File: config.mk
export PLATFORM = sky130hd
export DESIGN_NAME = alarm_pwr_seq
export DESIGN_NICKNAME = d
export VERILOG_FILES = /design/src/rtl/pmseq_pkg.sv /design/src/rtl/pmseq_regs.sv /design/src/rtl/pmseq_match.sv /design/src/rtl/pmseq_wake.sv /design/src/rtl/alarm_pwr_seq.sv
export SDC_FILE = /design/constraint.sdc
export NUM_CORES = 1
export LEC_CHECK = 0
export BUFFER_PORTS_ARGS = -buffer_cell sky130_fd_sc_hd__buf_2
export CAP_MARGIN = 10
export CORE_UTILIZATION = 40
export DETAILED_ROUTE_END_ITERATION = 8
export GPL_TIMING_DRIVEN = 0
export HOLD_SLACK_MARGIN = 0.03
export PLACE_DENSITY = 0.68
export SYNTH_ARGS = -nofsm -noshare
export SYNTH_HDL_FRONTEND = slang
export SYNTH_SLANG_ARGS = --single-unit
File: constraint.sdc
create_clock -name clk_i -period 1.8 [get_ports clk_i]
set_input_delay 0.36 -clock clk_i [delete_from_list [all_inputs] [get_ports clk_i]]
set_output_delay 0.36 -clock clk_i [all_outputs]
set_load 0.01 [all_outputs]
File: src/rtl/pmseq_pkg.sv
package pmseq_pkg;
  localparam int FIELD_W    = 8;
  localparam int NUM_FIELDS = 6;
  localparam int TIME_W     = FIELD_W * NUM_FIELDS;

  localparam int OFF_ALARM_BASE = 'h80;
  localparam int OFF_ALARM_STEP = 4;
  localparam int OFF_PWR_WORD   = 'h98;
  localparam int OFF_STATUS     = 'h44;
  localparam int OFF_IRQ_EN     = 'h48;

  localparam int BIT_PWR_CTRL   = 16;
  localparam int BIT_POL_LSB    = 4;
  localparam int BIT_FLAG       = 7;
  localparam int BIT_IEN_MAIN   = 3;
  localparam int BIT_IEN_ALARM2 = 4;
endpackage

File: src/rtl/pmseq_regs.sv
module pmseq_regs
  import pmseq_pkg::*;
#(
  parameter int ADDR_W = 8,
  parameter int DATA_W = 32,
  parameter int WAKE_N = 4
) (
  input  logic              clk_i,
  input  logic              rst_ni,
  input  logic              wr_i,
  input  logic [ADDR_W-1:0] addr_i,
  input  logic [DATA_W-1:0] wdata_i,
  input  logic              set_flag_i,
  output logic [DATA_W-1:0] rdata_o,
  output logic [TIME_W-1:0] alarm_o,
  output logic              ctrl_en_o,
  output logic [WAKE_N-1:0] wake_en_o,
  output logic [WAKE_N-1:0] wake_pol_o,
  output logic              ien_main_o,
  output logic              ien_alarm2_o,
  output logic              flag_o
);
  localparam logic [ADDR_W-1:0] A_PWR  = ADDR_W'(OFF_PWR_WORD);
  localparam logic [ADDR_W-1:0] A_STAT = ADDR_W'(OFF_STATUS);
  localparam logic [ADDR_W-1:0] A_IEN  = ADDR_W'(OFF_IRQ_EN);

  logic [TIME_W-1:0] alarm_q;
  logic              ctrl_q, ien_main_q, ien_alm2_q, flag_q;
  logic [WAKE_N-1:0] en_q, pol_q;
  logic              clr_req;

  wire unused_wdata = ^wdata_i;

  for (genvar g = 0; g < NUM_FIELDS; g++) begin : g_field
    localparam logic [ADDR_W-1:0] A_FLD = ADDR_W'(OFF_ALARM_BASE + OFF_ALARM_STEP * g);
    always_ff @(posedge clk_i or negedge rst_ni) begin
      if (!rst_ni)                          alarm_q[g*FIELD_W +: FIELD_W] <= '0;
      else if (wr_i && addr_i == A_FLD)     alarm_q[g*FIELD_W +: FIELD_W] <= wdata_i[FIELD_W-1:0];
    end
  end

  always_ff @(posedge clk_i or negedge rst_ni) begin
    if (!rst_ni) begin
      ctrl_q <= 1'b0;
      en_q   <= '0;
      pol_q  <= '0;
    end else if (wr_i && addr_i == A_PWR) begin
      ctrl_q <= wdata_i[BIT_PWR_CTRL];
      en_q   <= wdata_i[WAKE_N-1:0];
      pol_q  <= wdata_i[BIT_POL_LSB +: WAKE_N];
    end
  end

  always_ff @(posedge clk_i or negedge rst_ni) begin
    if (!rst_ni) begin
      ien_main_q <= 1'b0;
      ien_alm2_q <= 1'b0;
    end else if (wr_i && addr_i == A_IEN) begin
      ien_main_q <= wdata_i[BIT_IEN_MAIN];
      ien_alm2_q <= wdata_i[BIT_IEN_ALARM2];
    end
  end

  assign clr_req = wr_i && (addr_i == A_STAT) && wdata_i[BIT_FLAG];

  always_ff @(posedge clk_i or negedge rst_ni) begin
    if (!rst_ni)         flag_q <= 1'b0;
    else if (set_flag_i) flag_q <= 1'b1;
    else if (clr_req)    flag_q <= 1'b0;
  end

  always_comb begin
    rdata_o = '0;
    for (int i = 0; i < NUM_FIELDS; i++) begin
      if (addr_i == ADDR_W'(OFF_ALARM_BASE + OFF_ALARM_STEP * i))
        rdata_o[FIELD_W-1:0] = alarm_q[i*FIELD_W +: FIELD_W];
    end
    if (addr_i == A_PWR) begin
      rdata_o[BIT_PWR_CTRL]            = ctrl_q;
      rdata_o[WAKE_N-1:0]              = en_q;
      rdata_o[BIT_POL_LSB +: WAKE_N]   = pol_q;
    end
    if (addr_i == A_STAT) rdata_o[BIT_FLAG] = flag_q;
    if (addr_i == A_IEN) begin
      rdata_o[BIT_IEN_MAIN]   = ien_main_q;
      rdata_o[BIT_IEN_ALARM2] = ien_alm2_q;
    end
  end

  assign alarm_o      = alarm_q;
  assign ctrl_en_o    = ctrl_q;
  assign wake_en_o    = en_q;
  assign wake_pol_o   = pol_q;
  assign ien_main_o   = ien_main_q;
  assign ien_alarm2_o = ien_alm2_q;
  assign flag_o       = flag_q;


  flag_arm_chk: assert property (@(posedge clk_i) disable iff (!rst_ni)
    set_flag_i |=> flag_o);


  w1c_clear_chk: assert property (@(posedge clk_i) disable iff (!rst_ni)
    (clr_req && !set_flag_i) |=> !flag_o);
endmodule

File: src/rtl/pmseq_match.sv
module pmseq_match
  import pmseq_pkg::*;
(
  input  logic              clk_i,
  input  logic              rst_ni,
  input  logic [TIME_W-1:0] now_i,
  input  logic [TIME_W-1:0] alarm_i,
  output logic              match_o
);
  logic [NUM_FIELDS-1:0] fld_eq;
  logic                  eq_all, eq_q;

  for (genvar g = 0; g < NUM_FIELDS; g++) begin : g_cmp
    assign fld_eq[g] = (now_i[g*FIELD_W +: FIELD_W] == alarm_i[g*FIELD_W +: FIELD_W]);
  end

  assign eq_all = &fld_eq;

  // Resetting to 1 masks an equality already present out of reset.
  always_ff @(posedge clk_i or negedge rst_ni) begin
    if (!rst_ni) eq_q <= 1'b1;
    else         eq_q <= eq_all;
  end

  assign match_o = eq_all & ~eq_q;


  one_shot_chk: assert property (@(posedge clk_i) disable iff (!rst_ni)
    match_o |=> !match_o);
endmodule

File: src/rtl/pmseq_wake.sv
module pmseq_wake #(
  parameter int WAKE_N      = 4,
  parameter int SYNC_STAGES = 2
) (
  input  logic              clk_i,
  input  logic              rst_ni,
  input  logic [WAKE_N-1:0] pins_i,
  input  logic [WAKE_N-1:0] en_i,
  input  logic [WAKE_N-1:0] pol_i,
  output logic              wake_o
);
  logic [WAKE_N-1:0] sync_q [SYNC_STAGES];
  logic [WAKE_N-1:0] active;

  always_ff @(posedge clk_i or negedge rst_ni) begin
    if (!rst_ni) begin
      for (int k = 0; k < SYNC_STAGES; k++) sync_q[k] <= '0;
    end else begin
      sync_q[0] <= pins_i;
      for (int k = 1; k < SYNC_STAGES; k++) sync_q[k] <= sync_q[k-1];
    end
  end

  // Polarity 1 selects an active-low pin.
  for (genvar g = 0; g < WAKE_N; g++) begin : g_pin
    assign active[g] = en_i[g] & (sync_q[SYNC_STAGES-1][g] ^ pol_i[g]);
  end

  assign wake_o = |active;
endmodule

File: src/rtl/alarm_pwr_seq.sv
module alarm_pwr_seq
  import pmseq_pkg::*;
#(
  parameter int ADDR_W      = 8,
  parameter int DATA_W      = 32,
  parameter int WAKE_N      = 4,
  parameter int SYNC_STAGES = 2
) (
  input  logic              clk_i,
  input  logic              rst_ni,
  input  logic              reg_wr_i,
  input  logic [ADDR_W-1:0] reg_addr_i,
  input  logic [DATA_W-1:0] reg_wdata_i,
  output logic [DATA_W-1:0] reg_rdata_o,
  input  logic [TIME_W-1:0] now_bcd_i,
  input  logic              main_alarm_i,
  input  logic [WAKE_N-1:0] wake_pins_i,
  output logic              pwr_en_o,
  output logic              alarm2_irq_o
);
  logic [TIME_W-1:0] alarm;
  logic              ctrl_en, ien_main, ien_alm2, flag;
  logic [WAKE_N-1:0] wk_en, wk_pol;
  logic              match, wake_any, main_wake, set_off, off_q;

  pmseq_regs #(.ADDR_W(ADDR_W), .DATA_W(DATA_W), .WAKE_N(WAKE_N)) regs_i (
    .clk_i       (clk_i),
    .rst_ni      (rst_ni),
    .wr_i        (reg_wr_i),
    .addr_i      (reg_addr_i),
    .wdata_i     (reg_wdata_i),
    .set_flag_i  (match),
    .rdata_o     (reg_rdata_o),
    .alarm_o     (alarm),
    .ctrl_en_o   (ctrl_en),
    .wake_en_o   (wk_en),
    .wake_pol_o  (wk_pol),
    .ien_main_o  (ien_main),
    .ien_alarm2_o(ien_alm2),
    .flag_o      (flag)
  );

  pmseq_match match_i (
    .clk_i  (clk_i),
    .rst_ni (rst_ni),
    .now_i  (now_bcd_i),
    .alarm_i(alarm),
    .match_o(match)
  );

  pmseq_wake #(.WAKE_N(WAKE_N), .SYNC_STAGES(SYNC_STAGES)) wake_i (
    .clk_i (clk_i),
    .rst_ni(rst_ni),
    .pins_i(wake_pins_i),
    .en_i  (wk_en),
    .pol_i (wk_pol),
    .wake_o(wake_any)
  );

  assign main_wake = main_alarm_i & ien_main;
  assign set_off   = match & ~flag & ctrl_en;

  // Shutdown wins over a coincident wake source.
  always_ff @(posedge clk_i or negedge rst_ni) begin
    if (!rst_ni)                    off_q <= 1'b0;
    else if (set_off)               off_q <= 1'b1;
    else if (wake_any || main_wake) off_q <= 1'b0;
  end

  assign pwr_en_o     = ~(off_q & ctrl_en);
  assign alarm2_irq_o = flag & ien_alm2;


  shutdown_chk: assert property (@(posedge clk_i) disable iff (!rst_ni)
    (match && !flag && ctrl_en) |=> !pwr_en_o);


  wake_cause_chk: assert property (@(posedge clk_i) disable iff (!rst_ni)
    $rose(pwr_en_o) |-> ($past(wake_any) || $past(main_wake) || !ctrl_en));


  no_rearm_chk: assert property (@(posedge clk_i) disable iff (!rst_ni)
    (match && flag && pwr_en_o && !($fell(ctrl_en))) |=> pwr_en_o || !$past(pwr_en_o, 1) || $past(off_q));
endmodule

==> out/metrics.csv <==
metric,value,unit
grt_max_degree,71,
final_nets,565,
power_frac_seq,49.0,%
ios,130,
required,1440,ps
fp.dieW,101,um
worstHoldStart,wake_pins_i[1],
slew_headroom,39.7,%
finalWorstSetupSlack,-383,ps
track_usage,23.7,%
cts_root_buffer,clkbuf_8,
htreeDepth,3,
yosysSeqAreaShare,45.0,%
wire_per_inst,18.9,um
crit_fanout,3,
drc,0,
syn_area,3900,um2
use_met2,39.5,%
peakVddDrop,0.377,mV
n_fill_cell,815,
drtAntennaViolNets,0,
gp_congestion,0.927,
period_share,121,%
synth_mux_area_share,21.0,%
rsz0062_at_grt,yes,
numCtsBuffers,9,
power_switching,928,uW
grt_use_met1,29.9,%
synth-adder-area-share,0,%
status,"complete, but fails checks",
p_total,3490,uW
grt_pass1_vias,3236,
grt_pass1_wl,17400,um
std_cell_rows,35,
first_iter_violations,254,
initial_core_util,41.8,%
ys.flop_type,dfrtp_1,
final_common_cell,buf_2,
power.density,652,nW/um2
path_clk_slew,70,ps
fin_crit,2180,ps
final.setup.tns,-2620,ps
place_ws,-703,ps
seq_area,1750,um2
p_comb_share,16.4,%
leakage,0.00263,uW
finalMaxSlewViolations,0,
worstPathArrival,1820,ps
area_growth,37.4,%
tritoncts,built,
async_reset_ff_share,100,%
holdWs,108,ps
drt_wl_total,11400,um
fin_skew,7.14,ps
synth_cells,320,
end_kind,primary output,
yosys.area_share.simple,10.4,%
hold_class,in2reg,
clk_latency,360,ps
worst_pin_slew,905,ps
finalHoldViolations,0,
final_cell_mix,"buf_2, dfrtp_1, buf_4",
dieArea,10100,um2
synth_top_family_by_area,multiplexers,
p_int,2570,uW
critPathLaunch,reg_addr_i[2],
start_kind,input pin,
drive_gt1_share,55.7,%
top_usage_layer,met2,
path_class,in2out,
synthDominantCellAreaShare,44.3,%
regToRegStartpoint,regs_i.alarm_o[13]$_DFFE_PN0P_,
failed_checks,negative setup slack,
antenna_found_initial,0,
clk_path_buf_depth,2,
via_per_inst,5.17,
synth_edf_count,0,
synth_compound_area_share,6.03,%
ys_types,50,
synth_warnings,0,
fp.coreArea,9330,um2
yosys-top-cells-area,"dfrtp_1, mux2_2, xnor2_1",
n_antenna_cell,0,
p_sw_share,26.6,%
synth_largest_area_cell,dfrtp_1,
hpwl,7780,um
vias,3118,
multi_input_area,2230,um2
use_met3,4.02,%
drt_first_pass_iters,4,
syn_avg_cell_area,12.2,um2
port_buffers,82,
fmaxAchievable,458,MHz
synth-seq-cells,70,
cts_sinks,70,
setup_violations,16,
synth_xor_area_share,11.7,%
pwr-share-clk,34.6,%
grt_overflow,0,
die_h,101,um
drv_cap,0,
## state kept, by name (all words and copies together) (netlist names)
signal and flops:
regs_i.alarm_o 48, wake_i.sync_q 8, regs_i.wake_en_o 4, regs_i.wake_pol_o 4
match_i.eq_q 1, off_q 1, regs_i.ctrl_en_o 1, regs_i.flag_o 1
regs_i.ien_alarm2_o 1, regs_i.ien_main_o 1
## layout make-up
type / count / share of cell area (%)
multi-input cells: 238 / 41.6
flip-flops and latches: 70 / 32.7
repair buffers: 117 / 14.4
plain buffers: 29 / 4.58
clock buffers: 15 / 3.29
well taps: 129 / 3.01
inverters: 4 / 0.280
clock inverters: 1 / 0.0935
## worst max-delay path: stages
cell and delay [ps]:
buf_8 100, buf_12 110, or3_4 360, nor3_4 290, a221oi_2 70, o21ai_1 170
o221a_1 210, buf_2 130
## logic make-up after synthesis
kind of cell	after synthesis
XOR/XNOR	52
flip-flops	70
AO/OA/AOI/OAI	31
buffers and inverters	34
AND/OR/NAND/NOR	66
other	1
multiplexers	66
## worst paths after layout
path / to / slack [ps] / cells past startpoint
hold / removal: wake_i.sync_q[5]$_DFF_PN0_ / 110 / 1
setup reg to reg: off_q$_DFFE_PN0P_ / 60 / 6
min in group asynchronous: regs_i.alarm_o[3]$_DFFE_PN0P_ / 120 / 1
setup / recovery: reg_rdata_o[3] / -380 / 8
max in group asynchronous: regs_i.alarm_o[11]$_DFFE_PN0P_ / 1080 / 1
hold reg to reg: wake_i.sync_q[0]$_DFF_PN0_ / 350 / 0
## cells in the mapped netlist, types with 2 or more instances
| cell type | n |
|---|---|
| mux2_4 | 8 |
| xnor2_1 | 48 |
| nor2_1 | 6 |
| a222oi_1 | 2 |
| buf_2 | 3 |
| nand2_1 | 15 |
| nand3_1 | 8 |
| a221oi_1 | 3 |
| nor4b_2 | 2 |
| and3_1 | 2 |
| dfrtp_1 | 69 |
| a211oi_1 | 3 |
| a32oi_1 | 4 |
| and2_1 | 3 |
| mux2_1 | 2 |
| nand2_2 | 3 |
| inv_1 | 4 |
| nor4_1 | 3 |
| buf_4 | 24 |
| xor2_1 | 4 |
| a21oi_1 | 4 |
| mux2_2 | 51 |
| nand4_1 | 14 |
| mux4_2 | 4 |
| nand3b_1 | 2 |
| a22oi_1 | 3 |
| o21ai_0 | 3 |
## repair_timing
| item | CTS | global route |
|---|---|---|
| endpoints found under the hold margin | 0 | 0 |
| resized for setup | 53 | 16 |
| setup endpoints to repair | 24 | 20 |
| buffers inserted | 29 | 6 |
| pin swaps | 21 | 14 |
| hold buffers | 0 | 0 |
## power groups by stage
stage / registers (uW) / logic [uW] / clock network (uW)
global route: 1720 / 616 / 1300
global placement: 1740 / 474 / 0
detailed placement: 1740 / 481 / 0
CTS: 1710 / 547 / 1210
finish: 1710 / 573 / 1210
floorplan: 1720 / 282 / 0
## metal layers
| layer | share of wire [%] | up-vias | wire length [um] |
|---|---|---|---|
| li1 | - | 1418 | - |
| met1 | 41 | 1527 | 4650 |
| met2 | 49 | 146 | 5620 |
| met3 | 6.9 | 27 | 781 |
| met4 | 2.9 | 0 | 331 |
| met5 | 0 | - | 0 |
## per-stage QoR
step / instances / instance area, um2 / util [%]
3_5_place_dp: 553 / 4600 / 49.3
3_3_place_gp: 553 / 4600 / 49.3
2_1_floorplan: 342 / 4030 / -
6_report: 603 / 5360 / 57.4
5_1_grt: 603 / 5360 / 57.4
4_1_cts: 597 / 5210 / 55.8
Power figures use the tool's default switching activity.
